[src/rtl/prio_irq_pkg.sv]
package prio_irq_pkg;

    localparam int IRQ_MAX = 16;
    localparam int IRQ_VW  = 4;

    typedef enum logic [1:0] {
        RA_ENABLE = 2'd0,
        RA_RUN    = 2'd1,
        RA_PEND   = 2'd2,
        RA_NONE   = 2'd3
    } reg_addr_e;

    typedef struct packed {
        logic              hit;
        logic [IRQ_VW-1:0] vec;
    } irq_pick_t;

    typedef struct packed {
        logic              valid;
        logic [IRQ_VW-1:0] vec;
    } irq_ack_t;

    function automatic logic [IRQ_MAX-1:0] vec_onehot(input logic [IRQ_VW-1:0] v);
        logic [IRQ_MAX-1:0] r;
        r = '0;
        r[v] = 1'b1;
        return r;
    endfunction

endpackage

[src/rtl/irq_sync.sv]
module irq_sync #(
    parameter int N      = 16,
    parameter int STAGES = 2
) (
    input  logic         clk,
    input  logic         rst,
    input  logic [N-1:0] async_in,
    output logic [N-1:0] rise
);
    for (genvar i = 0; i < N; i++) begin : g_line
        logic [STAGES:0] chain;
        always_ff @(posedge clk) begin
            if (rst) chain <= '0;
            else     chain <= {chain[STAGES-1:0], async_in[i]};
        end
        assign rise[i] = chain[STAGES-1] & ~chain[STAGES];
    end
endmodule

[src/rtl/irq_regs.sv]
module irq_regs
    import prio_irq_pkg::*;
#(
    parameter int N = 16
) (
    input  logic         clk,
    input  logic         rst,
    input  logic         we,
    input  logic [1:0]   addr,
    input  logic [N-1:0] wdata,
    input  logic [N-1:0] pend,
    output logic [N-1:0] en_q,
    output logic [N-1:0] run_q,
    output logic [N-1:0] sw_set,
    output logic [N-1:0] rdata
);
    reg_addr_e sel;
    assign sel = reg_addr_e'(addr);

    always_ff @(posedge clk) begin
        if (rst) begin
            en_q  <= '0;
            run_q <= '0;
        end else if (we) begin
            if (sel == RA_ENABLE) en_q  <= wdata;
            if (sel == RA_RUN)    run_q <= wdata;
        end
    end

    assign sw_set = (we && sel == RA_PEND) ? wdata : '0;

    always_comb begin
        unique case (sel)
            RA_ENABLE: rdata = en_q;
            RA_RUN:    rdata = run_q;
            RA_PEND:   rdata = pend;
            default:   rdata = '0;
        endcase
    end
endmodule

[src/rtl/irq_pend_bank.sv]
module irq_pend_bank
    import prio_irq_pkg::*;
#(
    parameter int N = 16
) (
    input  logic         clk,
    input  logic         rst,
    input  logic [N-1:0] rise,
    input  logic [N-1:0] sw_set,
    input  logic [N-1:0] run,
    input  irq_ack_t     ack,
    output logic [N-1:0] pend_q,
    output logic [N-1:0] pend_avail,
    output logic         wake_q
);
    logic [IRQ_MAX-1:0] ack_oh;
    logic [N-1:0]       clr;
    logic [N-1:0]       pend_d;
    logic [N-1:0]       fresh;

    assign ack_oh     = vec_onehot(ack.vec);
    assign clr        = (ack.valid && int'(ack.vec) < N) ? ack_oh[N-1:0] : '0;
    assign pend_avail = pend_q & ~clr;
    assign pend_d     = pend_avail | rise | sw_set;
    assign fresh      = pend_d & ~pend_q;

    always_ff @(posedge clk) begin
        if (rst) begin
            pend_q <= '0;
            wake_q <= 1'b0;
        end else begin
            pend_q <= pend_d;
            wake_q <= |(fresh & run);
        end
    end
endmodule

[src/rtl/irq_prio_sel.sv]
module irq_prio_sel
    import prio_irq_pkg::*;
#(
    parameter int N = 16
) (
    input  logic              clk,
    input  logic              rst,
    input  logic [N-1:0]      cand,
    input  logic [N-1:0]      en,
    input  irq_ack_t          ack,
    output logic              req_q,
    output logic [IRQ_VW-1:0] vec_q
);
    irq_pick_t          pick;
    logic [IRQ_MAX-1:0] en_x;
    logic               done;

    assign en_x = IRQ_MAX'(en);

    always_comb begin
        pick = '0;
        for (int i = N - 1; i >= 0; i--) begin
            if (cand[i]) begin
                pick.hit = 1'b1;
                pick.vec = IRQ_VW'(i);
            end
        end
    end

    assign done = (ack.valid && ack.vec == vec_q) || !en_x[vec_q];

    always_ff @(posedge clk) begin
        if (rst) begin
            req_q <= 1'b0;
            vec_q <= '0;
        end else if (req_q) begin
            if (done) req_q <= 1'b0;
        end else if (pick.hit) begin
            req_q <= 1'b1;
            vec_q <= pick.vec;
        end
    end
endmodule

[src/rtl/prio_irq_ctrl.sv]
module prio_irq_ctrl
    import prio_irq_pkg::*;
#(
    parameter int N_LINES     = 16,
    parameter int SYNC_STAGES = 2
) (
    input  logic               clk,
    input  logic               rst,
    input  logic [N_LINES-1:0] irq_src,
    input  logic               reg_we,
    input  logic [1:0]         reg_addr,
    input  logic [N_LINES-1:0] reg_wdata,
    output logic [N_LINES-1:0] reg_rdata,
    output logic               irq_req,
    output logic [IRQ_VW-1:0]  irq_vec,
    output logic               core_wake,
    input  logic               ack_valid,
    input  logic [IRQ_VW-1:0]  ack_vec
);
    irq_ack_t           ack_s;
    logic [N_LINES-1:0] rise;
    logic [N_LINES-1:0] en_q;
    logic [N_LINES-1:0] run_q;
    logic [N_LINES-1:0] sw_set;
    logic [N_LINES-1:0] pend_q;
    logic [N_LINES-1:0] pend_avail;

    assign ack_s = '{valid: ack_valid, vec: ack_vec};

    irq_sync #(.N(N_LINES), .STAGES(SYNC_STAGES)) i_sync (
        .clk(clk), .rst(rst), .async_in(irq_src), .rise(rise)
    );

    irq_regs #(.N(N_LINES)) i_regs (
        .clk(clk), .rst(rst), .we(reg_we), .addr(reg_addr), .wdata(reg_wdata),
        .pend(pend_q), .en_q(en_q), .run_q(run_q), .sw_set(sw_set), .rdata(reg_rdata)
    );

    irq_pend_bank #(.N(N_LINES)) i_pend (
        .clk(clk), .rst(rst), .rise(rise), .sw_set(sw_set), .run(run_q),
        .ack(ack_s), .pend_q(pend_q), .pend_avail(pend_avail), .wake_q(core_wake)
    );

    irq_prio_sel #(.N(N_LINES)) i_sel (
        .clk(clk), .rst(rst), .cand(pend_avail & en_q), .en(en_q),
        .ack(ack_s), .req_q(irq_req), .vec_q(irq_vec)
    );
endmodule

[config.mk]
export PLATFORM = sky130hd
export DESIGN_NAME = prio_irq_ctrl
export DESIGN_NICKNAME = d
export VERILOG_FILES = /design/src/rtl/prio_irq_pkg.sv /design/src/rtl/irq_sync.sv /design/src/rtl/irq_regs.sv /design/src/rtl/irq_pend_bank.sv /design/src/rtl/irq_prio_sel.sv /design/src/rtl/prio_irq_ctrl.sv
export SDC_FILE = /design/constraint.sdc
export NUM_CORES = 1
export LEC_CHECK = 0
export ABC_CLOCK_PERIOD_IN_PS = 2900
export BUFFER_PORTS_ARGS = -buffer_cell sky130_fd_sc_hd__buf_4
export CAP_MARGIN = 0
export CORE_ASPECT_RATIO = 0.6
export CORE_MARGIN = 3
export CORE_UTILIZATION = 25
export CTS_CLUSTER_SIZE = 28
export DETAILED_ROUTE_END_ITERATION = 8
export PLACE_DENSITY_LB_ADDON = 0.2
export SLEW_MARGIN = 10
export SYNTH_ARGS = -nofsm -noshare
export SYNTH_HDL_FRONTEND = slang
export SYNTH_HIERARCHICAL = 1
export SYNTH_SLANG_ARGS = --single-unit
[constraint.sdc]
create_clock -name clk -period 2.9 [get_ports clk]
set_input_delay 0.435 -clock clk [delete_from_list [all_inputs] [get_ports clk]]
set_output_delay 0.435 -clock clk [all_outputs]
set_load 0.005 [all_outputs]
Word level (Yosys, flattened, before mapping)
Cells that the tools add are included.
{"block": "op_classes", "order_cmp": 3, "n_eq_ne": 3, "muxes": 26, "bitwise": 41, "reduce_logical": 10}
{"operator": "$mux W5", "n": 16}
{"operator": "$and A16 B16 Y16", "n": 4}
{"operator": "$pmux W16 S3", "n": 1}
{"operator": "$mux W16", "n": 2}
{"operator": "$not A16 Y16", "n": 2}
{"operator": "$or A16 B16 Y16", "n": 2}
{"operator": "$not A1 Y1", "n": 17}
{"operator": "$and A1 B1 Y1", "n": 16}
{"operator": "$reduce_or A16 Y1", "n": 1}
{"operator": "$lt A4 B5 Y1 const B", "n": 2}
{"operator": "$reduce_and A2 Y1", "n": 3}
{"operator": "$mux W1", "n": 5}
{"operator": "$bmux W1 S4", "n": 1}
{"operator": "$demux W1 S4", "n": 1}
{"operator": "$eq A4 B4 Y1", "n": 1}
{"operator": "$ge A4 B1 Y1 const B", "n": 1}
{"operator": "$logic_and A1 B1 Y1", "n": 3}
{"operator": "$eq A2 B1 Y1 const B", "n": 1}
{"operator": "$eq A2 B2 Y1 const B", "n": 1}
{"operator": "$logic_not A2 Y1", "n": 1}
{"operator": "$logic_not A1 Y1", "n": 1}
{"operator": "$logic_or A1 B1 Y1", "n": 1}
{"block": "word_totals", "ff_bits": 102, "in_bits": 42, "out_inout_bits": 22, "word_cells": 105}

Depth between registers and ports, before layout
{"block": "logic_depth", "depth_word": 26, "mapped_depth": 8, "mapped_depth_nobuf": 8}

Hierarchy
Netlist, hierarchy kept.
{"module": "irq_regs", "n_inst": 1, "cells_each": 182, "area_each_um2": 1838.0, "seq_area_each_um2": 640.6}
{"module": "irq_sync", "n_inst": 1, "cells_each": 117, "area_each_um2": 1405.1, "seq_area_each_um2": 960.9}
{"module": "irq_pend_bank", "n_inst": 1, "cells_each": 115, "area_each_um2": 902.1, "seq_area_each_um2": 340.3}
{"module": "irq_prio_sel", "n_inst": 1, "cells_each": 61, "area_each_um2": 545.5, "seq_area_each_um2": 100.1}
{"module": "prio_irq_ctrl", "n_inst": 1, "cells_each": 16, "area_each_um2": 100.1, "seq_area_each_um2": 0.0}

Worst setup path after synthesis
OpenSTA, ideal clock, no wires.
{"block": "synth_path", "path_kind": "input to register", "startpoint": "in ack_vec[2]", "endpoint": "reg i_sel.vec_q[0]", "setup_time_ps": 117, "t_arrival_ps": 2132, "required_time_ps": 2783, "setup_slack_ps": 651, "stages": 8, "path_buffers": 0, "cell_sequence": "or3b_4 o21a_1 and2_1 nor4_1 nand2_1 o21ai_2 nor3_1 a32o_1"}
{"block": "synth_between", "elab_cells_between_ends": 26, "classes_between": "2 x order compare; 19 x mux; 3 x bitwise; 2 x reduce/logical"}
{"element": "from (decl)", "line_no": "prio_irq_ctrl.sv:18", "source": "input logic [IRQ_VW-1:0] ack_vec"}
{"element": "$lt A4 B5 Y1 (implied by the code) or $ge A4 B1 Y1 (tied branches)", "line_no": "prio_irq_pkg.sv:26", "source": "r[v] = 1'b1;"}
{"element": "$logic_and A1 B1 Y1 (implied by the code)", "line_no": "prio_irq_pkg.sv:26"}
{"element": "$mux W1 (implied by the code)", "line_no": "prio_irq_pkg.sv:26"}
{"element": "$demux W1 S4 (*)"}
{"element": "$mux W16 (*)", "line_no": "irq_pend_bank.sv:22", "source": "assign clr = (ack.valid && int'(ack.vec) < N) ? ack_oh[N-1:0] : '0;"}
{"element": "$not A16 Y16 (*)", "line_no": "irq_pend_bank.sv:23", "source": "assign pend_avail = pend_q & ~clr;"}
{"element": "$and A16 B16 Y16 (*)", "line_no": "irq_pend_bank.sv:23"}
{"element": "via pend_avail[3]", "line_no": "prio_irq_ctrl.sv:26", "source": "logic [N_LINES-1:0] pend_avail;"}
{"element": "$and A16 B16 Y16 (*)", "line_no": "prio_irq_ctrl.sv:45", "source": ".clk(clk), .rst(rst), .cand(pend_avail & en_q), .en(en_q),"}
{"element": "$mux W5 (*) (4 in series)", "line_no": "irq_prio_sel.sv:23", "source": "if (cand[i]) begin"}
{"element": "$reduce_and A2 Y1 (no source line)"}
{"element": "to (signal assigned)", "line_no": "irq_prio_sel.sv:40", "source": "vec_q <= pick.vec;"}
{"element": "to (decl)", "line_no": "irq_prio_sel.sv:12", "source": "output logic [IRQ_VW-1:0] vec_q"}
The timed path passes the listed nets; every way through them passes the cells marked *.
A chain may end at the register's enable or synchronous reset.

Final worst setup path
Same ends and word-level chain as after synthesis.

==> results.py <==
metrics = {
    "routing": {
        "vias": 3605,
        "drcViolationCount": 0,
        "drtIter0Drc": 240,
        "wl_per_cell_um": 17.1,
        "viasPerCell": 4.55,
        "drt-pass1-iter-count": 4,
        "routed_wl_um": 13500,
        "ant_nets": 0,
    },
    "placement": {
        "dp_slack_ps": 282,
        "dpl.hpwl_um": 10400,
        "routabilityCongestion": 0.909,
        "port_buffers": 63,
    },
    "clock_tree": {
        "clk_pin_slew_ps": 80,
        "cts_setup_buffers": 0,
        "clock_path_buffers": 2,
        "cts_buffers": 9,
        "worstSkewPairLatency_ps": 360,
        "ctsResizeCount": 0,
        "cts_tree": "built",
        "cts.sinks": 102,
        "htreeDepth": 3,
        "cts-root-buf": "clkbuf_16",
        "hold_buffers": 0,
    },
    "yosys": {
        "yosysSeqAreaShare": 0.426,
        "synth_fp_nets": 533,
        "synth_area_mm2": 0.00479,
        "synth.most_common_cell": "dfxtp_1",
        "synthCells": 491,
        "ys_top_cells_by_count": "102 x dfxtp_1, 66 x nor2b_1, 51 x mux2i_1",
        "synth_edf_count": 0,
        "synth_top_cell_by_area": "dfxtp_1",
        "yosysUniqueCellTypes": 42,
        "synth.top_cell.area_share": 0.426,
        "synth_area_leaders": "dfxtp_1 43%, mux2i_1 11%, nor2b_1 8.6%",
        "avgSynthCellArea_um2": 9.76,
        "async_flop_share": 0,
        "ys.flop_type": "dfxtp_1",
        "ys_warn_count": 6,
        "synth-seq-cells": 102,
    },
    "setup_path": {
        "r2r_end": "i_sel/vec_q[0]",
        "end_kind": "flop",
        "crit_path_start_kind": "input pin",
        "r2r-start": "i_pend/pend_q[3]",
        "r2r_slack_ps": 1010,
        "worstPathRequired_ps": 3140,
        "crit_start": "ack_vec[2]",
        "worst_ep_arrival_time_ps": 2500,
        "rr_worst_depth": 7,
        "cp_max_fo": 5,
        "path_class": "in2reg",
    },
    "floorplanning": {
        "num_io_pins": 64,
        "dieWidth_um": 185,
        "initial_core_util": 0.260,
        "die_h_um": 113,
        "rows": 38,
        "core_area_mm2": 0.0184,
        "die_area_mm2": 0.0209,
    },
    "timing": {
        "fin_crit_ps": 2250,
        "finalMaxSlewViolations": 0,
        "tns_ps": 0,
        "rsz0062_at_grt": "false",
        "slew_headroom": 0.583,
        "fmax_ghz": 0.443,
        "holdWs_ps": 276,
        "worst_pin_slew_ps": 624,
        "hold_viol": 0,
        "timing.final.crit_share": 0.778,
        "worst_slack_ps": 645,
        "finClkSkew_ps": 11.9,
        "setup_viol": 0,
    },
    "global_route": {
        "grt_use_total": 0.132,
        "grt_max_degree": 59,
        "antenna_found_initial": 0,
        "grt_pass1_vias": 3618,
        "gr-total-overflow": 0,
        "grt_pass1_wl_um": 20800,
    },
    "final_layout": {
        "area_growth_pct": 20.0,
        "n_antenna_cell": 0,
        "finish.net_count": 590,
        "drive_gt1_frac": 0.174,
    },
    "power_and_ir_drop": {
        "p_leak_nw": 2.31,
        "power_density_mw_per_mm2": 534,
        "irDropWorstVdd_mv": 0.256,
    },
    "hold_path": {
        "min_path_cells": 2,
        "worstHoldEndpoint": "i_sync/g_line[3].chain[0]",
        "worstHoldStart": "irq_src[3]",
        "min_path_type": "in2reg",
    },
    "job": {
        "drv_cap": 0,
    },
    "run_status": {
        "status": "finished clean",
    },
}
==> layout by cell type (no fill, tap or decap), drive strengths merged, types with 2 or more instances in the layout <==
cell / synthesis / routed
a211oi: 2 / 2
a21oi: 6 / 6
a32o: 2 / 2
and2: 32 / 32
and3b: 2 / 2
buf: 18 / 70
clkbuf: 6 / 9
clkinv: 0 / 3
dfxtp: 102 / 102
inv: 9 / 12
mux2i: 51 / 51
mux4: 4 / 4
nand2: 3 / 3
nand2b: 41 / 41
nand3: 3 / 3
nand3b: 3 / 3
nor2: 38 / 38
nor2b: 66 / 66
nor3: 19 / 19
nor3b: 9 / 9
nor4: 9 / 9
o21a: 16 / 16
o21bai: 2 / 2
o2bb2ai: 16 / 16
o31ai: 2 / 2
o32ai: 4 / 4
or2b: 15 / 15
or3b: 2 / 2
xor2: 3 / 3
==> registers in the layout (all words and copies together) (netlist names) <==
register and cells:
i_regs/en_q 16, i_sync/g_line.chain 48, i_sel/req_q 1, i_regs/run_q 16, i_sel/vec_q 4, i_pend/wake_q 1, i_pend/pend_q 16
==> kinds of logic (layout without fill, tap and decap cells) <==
group,after synthesis,in the layout,share of synthesized area
AO/OA/AOI/OAI,53,53,0.0864
XOR/XNOR,4,4,0.00731
buffers and inverters,33,95,0.0420
flip-flops,102,102,0.426
multiplexers,55,55,0.128
AND/OR/NAND/NOR,244,244,0.309
==> metal layers <==
metal  up-vias  wire length (um)  global-route usage
met3         2               906              0.0382
met1      1712              7510               0.212
met4         0                29              0.0275
met5         -                 0                   0
li1       1799                 -                   -
met2        92              5100               0.169
==> report_power, final <==
part | internal [W] | switching, W
Clock | 0.000612 | 0.000614
Sequential | 0.00146 | 0.0000436
Combinational | 0.000168 | 0.000169
Total | 0.00224 | 0.000827
==> layout make-up <==
type	instances	area, um2
clock buffers	9	225
repair buffers	70	526
inverters	9	33.8
clock inverters	7	75.1
multi-input cells	356	2550
well taps	240	300
flip-flops and latches	102	2040
fillers	1973	12700
==> worst max-delay path, stage by stage <==
cell and delay [ps]:
buf_4 130, or3b_4 430, o21a_1 210, and2_1 200, nor4_1 380, nand2_1 140
o21ai_2 230, nor3_1 70, a32o_1 280
==> how the worst max path moves through the flow <==
stage	to	depth (start not counted)
2_1_floorplan	i_sel/vec_q[0]	8
3_3_place_gp	i_sel/vec_q[0]	9
3_5_place_dp	i_sel/vec_q[0]	9
4_1_cts	i_sel/vec_q[0]	9
5_1_grt	i_sel/vec_q[0]	9
6_report	i_sel/vec_q[0]	9
==> metrics by stage <==
stage,utilization,area [um2],total power [W],std cells
detailed placement,0.295,5450,0.00188,777
global placement,0.295,5450,0.00187,777
floorplan,-,4790,0.00174,491
finish,0.312,5750,0.00307,793
CTS,0.312,5750,0.00311,793
global route,0.312,5750,0.00319,793
(Power assumes the default switching activity.)
